## config.mk

```make
export PLATFORM = sky130hd
export DESIGN_NAME = ctx_slot_mgr
export DESIGN_NICKNAME = d
export VERILOG_FILES = /design/src/rtl/ctx_pkg.sv /design/src/rtl/ctx_decide.sv /design/src/rtl/ctx_evict_buf.sv /design/src/rtl/ctx_sched.sv /design/src/rtl/ctx_slot_mgr.sv
export SDC_FILE = /design/constraint.sdc
export NUM_CORES = 1
export LEC_CHECK = 0
export BUFFER_PORTS_ARGS = -buffer_cell sky130_fd_sc_hd__buf_4
export CAP_MARGIN = 20
export CORE_MARGIN = 1.5
export CORE_UTILIZATION = 46
export DETAILED_ROUTE_END_ITERATION = 12
export PLACE_DENSITY = 0.79
export SETUP_SLACK_MARGIN = 0.2
export SLEW_MARGIN = 20
export SYNTH_ARGS = -nofsm -noshare
export SYNTH_HDL_FRONTEND = slang
export SYNTH_SLANG_ARGS = --single-unit
```

## constraint.sdc

```tcl
create_clock -name clk -period 4.1 [get_ports clk]
set_input_delay 1.23 -clock clk [delete_from_list [all_inputs] [get_ports clk]]
set_output_delay 1.23 -clock clk [all_outputs]
set_load 0.005 [all_outputs]
```

## src/rtl/ctx_pkg.sv

```systemverilog
// Package: shared slot encoding for the two-context slot manager.
// Assumes exactly two contexts per core: index 0 is home, index 1 is visitor.
package ctx_pkg;
    typedef enum logic {
        SLOT_HOME  = 1'b0,
        SLOT_VISIT = 1'b1
    } slot_e;
endpackage

```

## src/rtl/ctx_decide.sv

```systemverilog
// Module: ctx_decide
// Purpose: combinational placement decision for one arriving thread.
// Assumes: slot valids and pending-eviction state are current registered
// values; same-cycle departures free their slot for this decision.
module ctx_decide #(
    parameter int CORE_W = 6
) (
    input  logic              clk,
    input  logic              rst_n,
    input  logic [CORE_W-1:0] core_id,
    input  logic              arr_valid,
    input  logic [CORE_W-1:0] arr_home,
    input  logic              home_valid,
    input  logic              visit_valid,
    input  logic              leave_home,
    input  logic              leave_visit,
    input  logic              out_valid,
    input  logic              out_ready,
    output logic              take_home,
    output logic              take_visit,
    output logic              load_evict,
    output logic              clash
);
    logic is_local;
    logic home_free;
    logic visit_free;
    logic buf_free;

    // Classify the arrival and decide which slot, if any, takes it.
    always_comb begin
        is_local   = (arr_home == core_id);
        home_free  = !home_valid || leave_home;
        visit_free = !visit_valid || leave_visit;
        buf_free   = !out_valid || out_ready;
        take_home  = arr_valid && is_local && home_free;
        take_visit = arr_valid && !is_local && (visit_free || buf_free);
        load_evict = take_visit && !visit_free;
        clash      = arr_valid && is_local && !home_free;
    end

    // no displacement may be issued while the earlier request is stuck.
    assert_no_stacked_evict_R7: assert property (@(posedge clk) disable iff (!rst_n)
        (out_valid && !out_ready) |-> !load_evict);

    // no verdict without an offered arrival.
    assert_idle_quiet_R10: assert property (@(posedge clk) disable iff (!rst_n)
        !arr_valid |-> (!take_home && !take_visit && !clash));
endmodule

```

## src/rtl/ctx_evict_buf.sv

```systemverilog
// Module: ctx_evict_buf
// Purpose: single-entry outbound request holding an evicted visitor until
// the network accepts it with a valid/ready handshake.
// Assumes: the loader only loads when the entry is empty or being taken.
module ctx_evict_buf #(
    parameter int TID_W  = 8,
    parameter int CORE_W = 6
) (
    input  logic              clk,
    input  logic              rst_n,
    input  logic              load,
    input  logic [TID_W-1:0]  load_tid,
    input  logic [CORE_W-1:0] load_dest,
    output logic              out_valid,
    output logic [TID_W-1:0]  out_tid,
    output logic [CORE_W-1:0] out_dest,
    input  logic              out_ready
);
    // Hold the request; drop it on handshake, replace it on a new load.
    always_ff @(posedge clk) begin
        if (!rst_n) begin
            out_valid <= 1'b0;
            out_tid   <= '0;
            out_dest  <= '0;
        end else if (load) begin
            out_valid <= 1'b1;
            out_tid   <= load_tid;
            out_dest  <= load_dest;
        end else if (out_ready) begin
            out_valid <= 1'b0;
        end
    end

    // a request not yet taken stays put, unchanged.
    assert_evict_hold_R6: assert property (@(posedge clk) disable iff (!rst_n)
        (out_valid && !out_ready) |=> (out_valid && $stable(out_tid) && $stable(out_dest)));
endmodule

```

## src/rtl/ctx_sched.sv

```systemverilog
// Module: ctx_sched
// Purpose: picks which resident context issues each cycle.
// Assumes: a free-running turn bit; both contexts share issue equally.
module ctx_sched #(
    parameter int TID_W = 8
) (
    input  logic             clk,
    input  logic             rst_n,
    input  logic             home_valid,
    input  logic [TID_W-1:0] home_tid,
    input  logic             visit_valid,
    input  logic [TID_W-1:0] visit_tid,
    output logic             run_valid,
    output logic             run_slot,
    output logic [TID_W-1:0] run_tid
);
    import ctx_pkg::*;

    logic  turn;
    slot_e pick;

    // Turn bit flips every cycle to share issue between two residents.
    always_ff @(posedge clk) begin
        if (!rst_n) turn <= 1'b0;
        else        turn <= !turn;
    end

    // Choose the issuing slot from occupancy and the turn bit.
    always_comb begin
        if (home_valid && visit_valid) pick = turn ? SLOT_VISIT : SLOT_HOME;
        else if (visit_valid)          pick = SLOT_VISIT;
        else                           pick = SLOT_HOME;
        run_valid = home_valid || visit_valid;
        run_slot  = pick;
        run_tid   = (pick == SLOT_VISIT) ? visit_tid : home_tid;
    end

    // two residents held across an edge take turns.
    assert_alternate_R9: assert property (@(posedge clk) disable iff (!rst_n)
        (home_valid && visit_valid) |=>
            (!(home_valid && visit_valid) || (run_slot != $past(run_slot))));

    // the chosen slot is always an occupied one.
    assert_pick_occupied_R9: assert property (@(posedge clk) disable iff (!rst_n)
        run_valid |-> (run_slot ? visit_valid : home_valid));
endmodule

```

## src/rtl/ctx_slot_mgr.sv

```systemverilog
// Module: ctx_slot_mgr (top)
// Purpose: holds the home and visitor contexts of one core, places arriving
// threads, pushes out displaced visitors toward their birth core, and
// selects the issuing thread.
// Assumes: core_id is constant while out of reset; threads are IDs only.
module ctx_slot_mgr #(
    parameter int TID_W  = 8,
    parameter int CORE_W = 6
) (
    input  logic              clk,
    input  logic              rst_n,
    input  logic [CORE_W-1:0] core_id,
    input  logic              arr_valid,
    input  logic [TID_W-1:0]  arr_tid,
    input  logic [CORE_W-1:0] arr_home,
    output logic              arr_take,
    output logic              arr_clash,
    input  logic              leave_home,
    input  logic              leave_visit,
    output logic              home_valid,
    output logic [TID_W-1:0]  home_tid,
    output logic              visit_valid,
    output logic [TID_W-1:0]  visit_tid,
    output logic [CORE_W-1:0] visit_home,
    output logic              run_valid,
    output logic              run_slot,
    output logic [TID_W-1:0]  run_tid,
    output logic              out_valid,
    output logic [TID_W-1:0]  out_tid,
    output logic [CORE_W-1:0] out_dest,
    input  logic              out_ready
);
    logic take_home;
    logic take_visit;
    logic load_evict;

    ctx_decide #(.CORE_W(CORE_W)) u_decide (
        .clk        (clk),
        .rst_n      (rst_n),
        .core_id    (core_id),
        .arr_valid  (arr_valid),
        .arr_home   (arr_home),
        .home_valid (home_valid),
        .visit_valid(visit_valid),
        .leave_home (leave_home),
        .leave_visit(leave_visit),
        .out_valid  (out_valid),
        .out_ready  (out_ready),
        .take_home  (take_home),
        .take_visit (take_visit),
        .load_evict (load_evict),
        .clash      (arr_clash)
    );

    // Accept flag is the union of the two placement outcomes.
    always_comb arr_take = take_home || take_visit;

    // Home slot register: fill on local arrival, clear on departure.
    always_ff @(posedge clk) begin
        if (!rst_n) begin
            home_valid <= 1'b0;
            home_tid   <= '0;
        end else if (take_home) begin
            home_valid <= 1'b1;
            home_tid   <= arr_tid;
        end else if (leave_home) begin
            home_valid <= 1'b0;
        end
    end

    // Visitor slot register: overwrite on foreign arrival, clear on departure.
    always_ff @(posedge clk) begin
        if (!rst_n) begin
            visit_valid <= 1'b0;
            visit_tid   <= '0;
            visit_home  <= '0;
        end else if (take_visit) begin
            visit_valid <= 1'b1;
            visit_tid   <= arr_tid;
            visit_home  <= arr_home;
        end else if (leave_visit) begin
            visit_valid <= 1'b0;
        end
    end

    ctx_evict_buf #(.TID_W(TID_W), .CORE_W(CORE_W)) u_evict (
        .clk      (clk),
        .rst_n    (rst_n),
        .load     (load_evict),
        .load_tid (visit_tid),
        .load_dest(visit_home),
        .out_valid(out_valid),
        .out_tid  (out_tid),
        .out_dest (out_dest),
        .out_ready(out_ready)
    );

    ctx_sched #(.TID_W(TID_W)) u_sched (
        .clk        (clk),
        .rst_n      (rst_n),
        .home_valid (home_valid),
        .home_tid   (home_tid),
        .visit_valid(visit_valid),
        .visit_tid  (visit_tid),
        .run_valid  (run_valid),
        .run_slot   (run_slot),
        .run_tid    (run_tid)
    );

    // a refused local arrival leaves the home resident in place.
    assert_clash_keeps_home_R3: assert property (@(posedge clk) disable iff (!rst_n)
        arr_clash |=> (home_valid && $stable(home_tid)));

    // the visitor slot never holds a thread born on this core.
    assert_visitor_foreign_R4: assert property (@(posedge clk) disable iff (!rst_n)
        visit_valid |-> (visit_home != core_id));

    // a displacement sends the old visitor toward its birth core.
    assert_evict_dest_R5: assert property (@(posedge clk) disable iff (!rst_n)
        load_evict |=> (out_valid && out_tid == $past(visit_tid) && out_dest == $past(visit_home)));
endmodule

```

==> qor.txt <==
status = complete, no violations
Post-synth EDFFs = 0
Layout area overhead = 39.32%
Num CTS Buffers = 5
Routed WL = 3770 um
Starting Density = 0.4919
synthesis warning total = 0
final non-filler cell total = 290
core area = 3416 um2
synth cell count leaders = 44 x nand2_1, 40 x dfxtp_1, 30 x mux2i_1, 8 x mux2_2
Synth Net Count = 191
Critical Path AT = 2.51 ns
power per cell area = 307.7 nW/um2
register share of total power = 0.568
# placed instances = 282
Yosys reg bits = 40
IO Pins = 77
Critical Path Start Type = input port
post-route setup slack = 0.3607 ns
post-CTS setup buffer count = 0
Int Pwr = 0.5396 mW
peak supply drop = 0.2242 mV
number of global-route vias before repair = 1441
FP Rows = 21
crit path buf inv count = 2
required time worst endpoint = 2.87 ns
Die ar. = 4025 um2
Longest Clk Path Bufs = 2
critical path's largest stage delay = 0.50 ns
global-route wire length before repair = 6465 um
final setup TNS = 0 ns
sequential share of the synthesized area = 0.4765
Setup Crit Path Kind = in2out
CP top delay family = simple AND/OR/NAND/NOR gates
All-Layer GR Usage = 0.2014
Post-CTS Hold Buffers = 0
initial antenna violation count = 0
final hold vios = 0
RSZ-0062 raised after global routing = false
Final Max Slew Viols = 0
Final HPWL DP = 2794 um
CTS sink cnt = 40
layout net count = 269
synth unique cells = 27
net switching share of the total power = 0.2509
Layout Skew = 0.004953 ns
crit share post-route = 0.9120
Crit Path Max Fanout = 7
final core utilization = 0.6853
setup violators final = 0
Wirelength per Cell = 13.00 um
via total after detailed routing = 1415
top-area cell type share of the netlist area = 0.4765
I/O Buffers = 76
clock root buffer = clkbuf_4
Psw = 0.1808 mW
Worst-Skew Late Latency = 0.34 ns
most used cell, CP = buf_4
largest net degree at the start of global routing = 48
Die Span Y = 63.44 um
Gates resized, CTS repair = 0
grt ovf = 0
fmax = 0.2674 GHz
Die X-Extent = 63.44 um
diode count = 0
pre-CTS WS = 0.3633 ns
CP max stage cell = nor4_4
Static Leak = 1.125 nW
TritonCTS clock tree = built
max-cap violations = 0
Area contributors post-synth = dfxtp_1 48%, mux2i_1 18%, nand2_1 9.8%
max_slew headroom = 0.4340
Vias/cell = 4.879
antenna-violating nets left = 0
top-count cell post-synth = nand2_1
Clk pwr share = 0.286
first drt pass iteration count = 4
cells after synthesis = 165
Worst-Margin Slew = 0.8440 ns
# DRC = 0
Syn Area/Cell = 10.18 um2
Crit. End Element = output port
CTS H-tree depth = 2
Hold/Removal Path Class = reg2reg
cell taking the most area after synthesis = dfxtp_1
share of cells above drive strength 1 = 0.4180
GP Congestion = 0.7317
Most used DFF post-synth = dfxtp_1
FFs w/ async S/R, synth = 0
initial DRC count = 45
Clock transition at path regs = 0.11 ns
Post-Syn Area = 1680 um2
critical path, cell by cell = buf_4, xor2_1, nor4_4, a21oi_2, a41o_2, buf_4
fin crit period = 3.739 ns
Logic pwr share = 0.146
## kinds of logic (layout without fill, tap and decap cells)
logic type / count (synthesis) / after routing / synth area share
compound gates: 16 / 16 / 0.07818
buf+inv: 10 / 89 / 0.03276
mux: 38 / 38 / 0.2323
xor+xnor: 6 / 6 / 0.03127
simple gates: 55 / 55 / 0.1489
flops: 40 / 40 / 0.4765
## path summary, 6_finish.rpt
path	startpoint	endpoint	slack (ns)	cells past startpoint
setup / recovery	arr_home[4]	arr_take	0.36	6
hold / removal	u_sched.turn	u_sched.turn	0.42	1
setup reg to reg	visit_valid	u_evict.out_dest[2]	2.40	5
hold reg to reg	u_sched.turn	u_sched.turn	0.42	1
## per-layer routing
metal | up-vias | part of all wire | GRT usage
met3 | 5 | 0.042 | 0.03571
met4 | 0 | 0.012 | 0.06522
met2 | 38 | 0.51 | 0.3645
met5 | - | 0 | 0
met1 | 657 | 0.44 | 0.2391
li1 | 715 | - | -
## state kept, by name, summed over array words and instances, names as in the netlist
name	flops
home_tid	8
home_valid	1
u_evict.out_dest	6
u_evict.out_tid	8
u_evict.out_valid	1
u_sched.turn	1
visit_home	6
visit_tid	8
visit_valid	1
## metrics by stage
stage	cell area (um2)	power (mW)	hold WS, ns
after floorplan	1680	0.4697	0.3942
after global placement	2280	0.5226	0.4069
after detailed placement	2280	0.5244	0.4087
after CTS	2341	0.7268	0.4256
after global routing	2341	0.7550	0.4434
final	2341	0.7204	0.4203
## cells in the final DEF (no fill, tap or decap)
cell       synthesis  routed
a211oi_1           1       1
a21bo_2            1       1
a21boi_0           1       1
a21oi_1            1       1
a21oi_2            2       2
a41o_2             1       1
buf_4              0      78
clkbuf_4           0       5
clkbuf_8           1       1
clkinv_2           0       2
dfxtp_1           40      40
inv_1              3       3
mux2_2             8       8
mux2i_1           30      30
nand2_1           44      44
nand2b_1           1       1
nand3_1            1       1
nand3b_1           1       1
nand4_2            1       1
nor2_1             2       2
nor2_2             1       1
nor2b_1            2       2
nor4_4             1       1
o21a_1             2       2
o21ai_1            1       1
o2bb2ai_1          6       6
or2_2              1       1
xor2_1             6       6
## power groups by stage
stage / logic (mW) / registers (mW) / clock network (mW)
finish: 0.105 / 0.409 / 0.206
global route: 0.116 / 0.411 / 0.228
CTS: 0.107 / 0.409 / 0.211
detailed placement: 0.107 / 0.418 / 0
global placement: 0.105 / 0.418 / 0
floorplan: 0.0517 / 0.418 / 0
## area by class of cell
class	count	area [um2]
inverter	3	11.26
clock buffer	6	51.30
sequential	40	800.8
timing repair buffer	78	585.6
fill	301	1075
tap	46	57.56
multi-input combinational	115	824.5
clock inverter	2	10.01
Power figures use the tool's default switching activity.
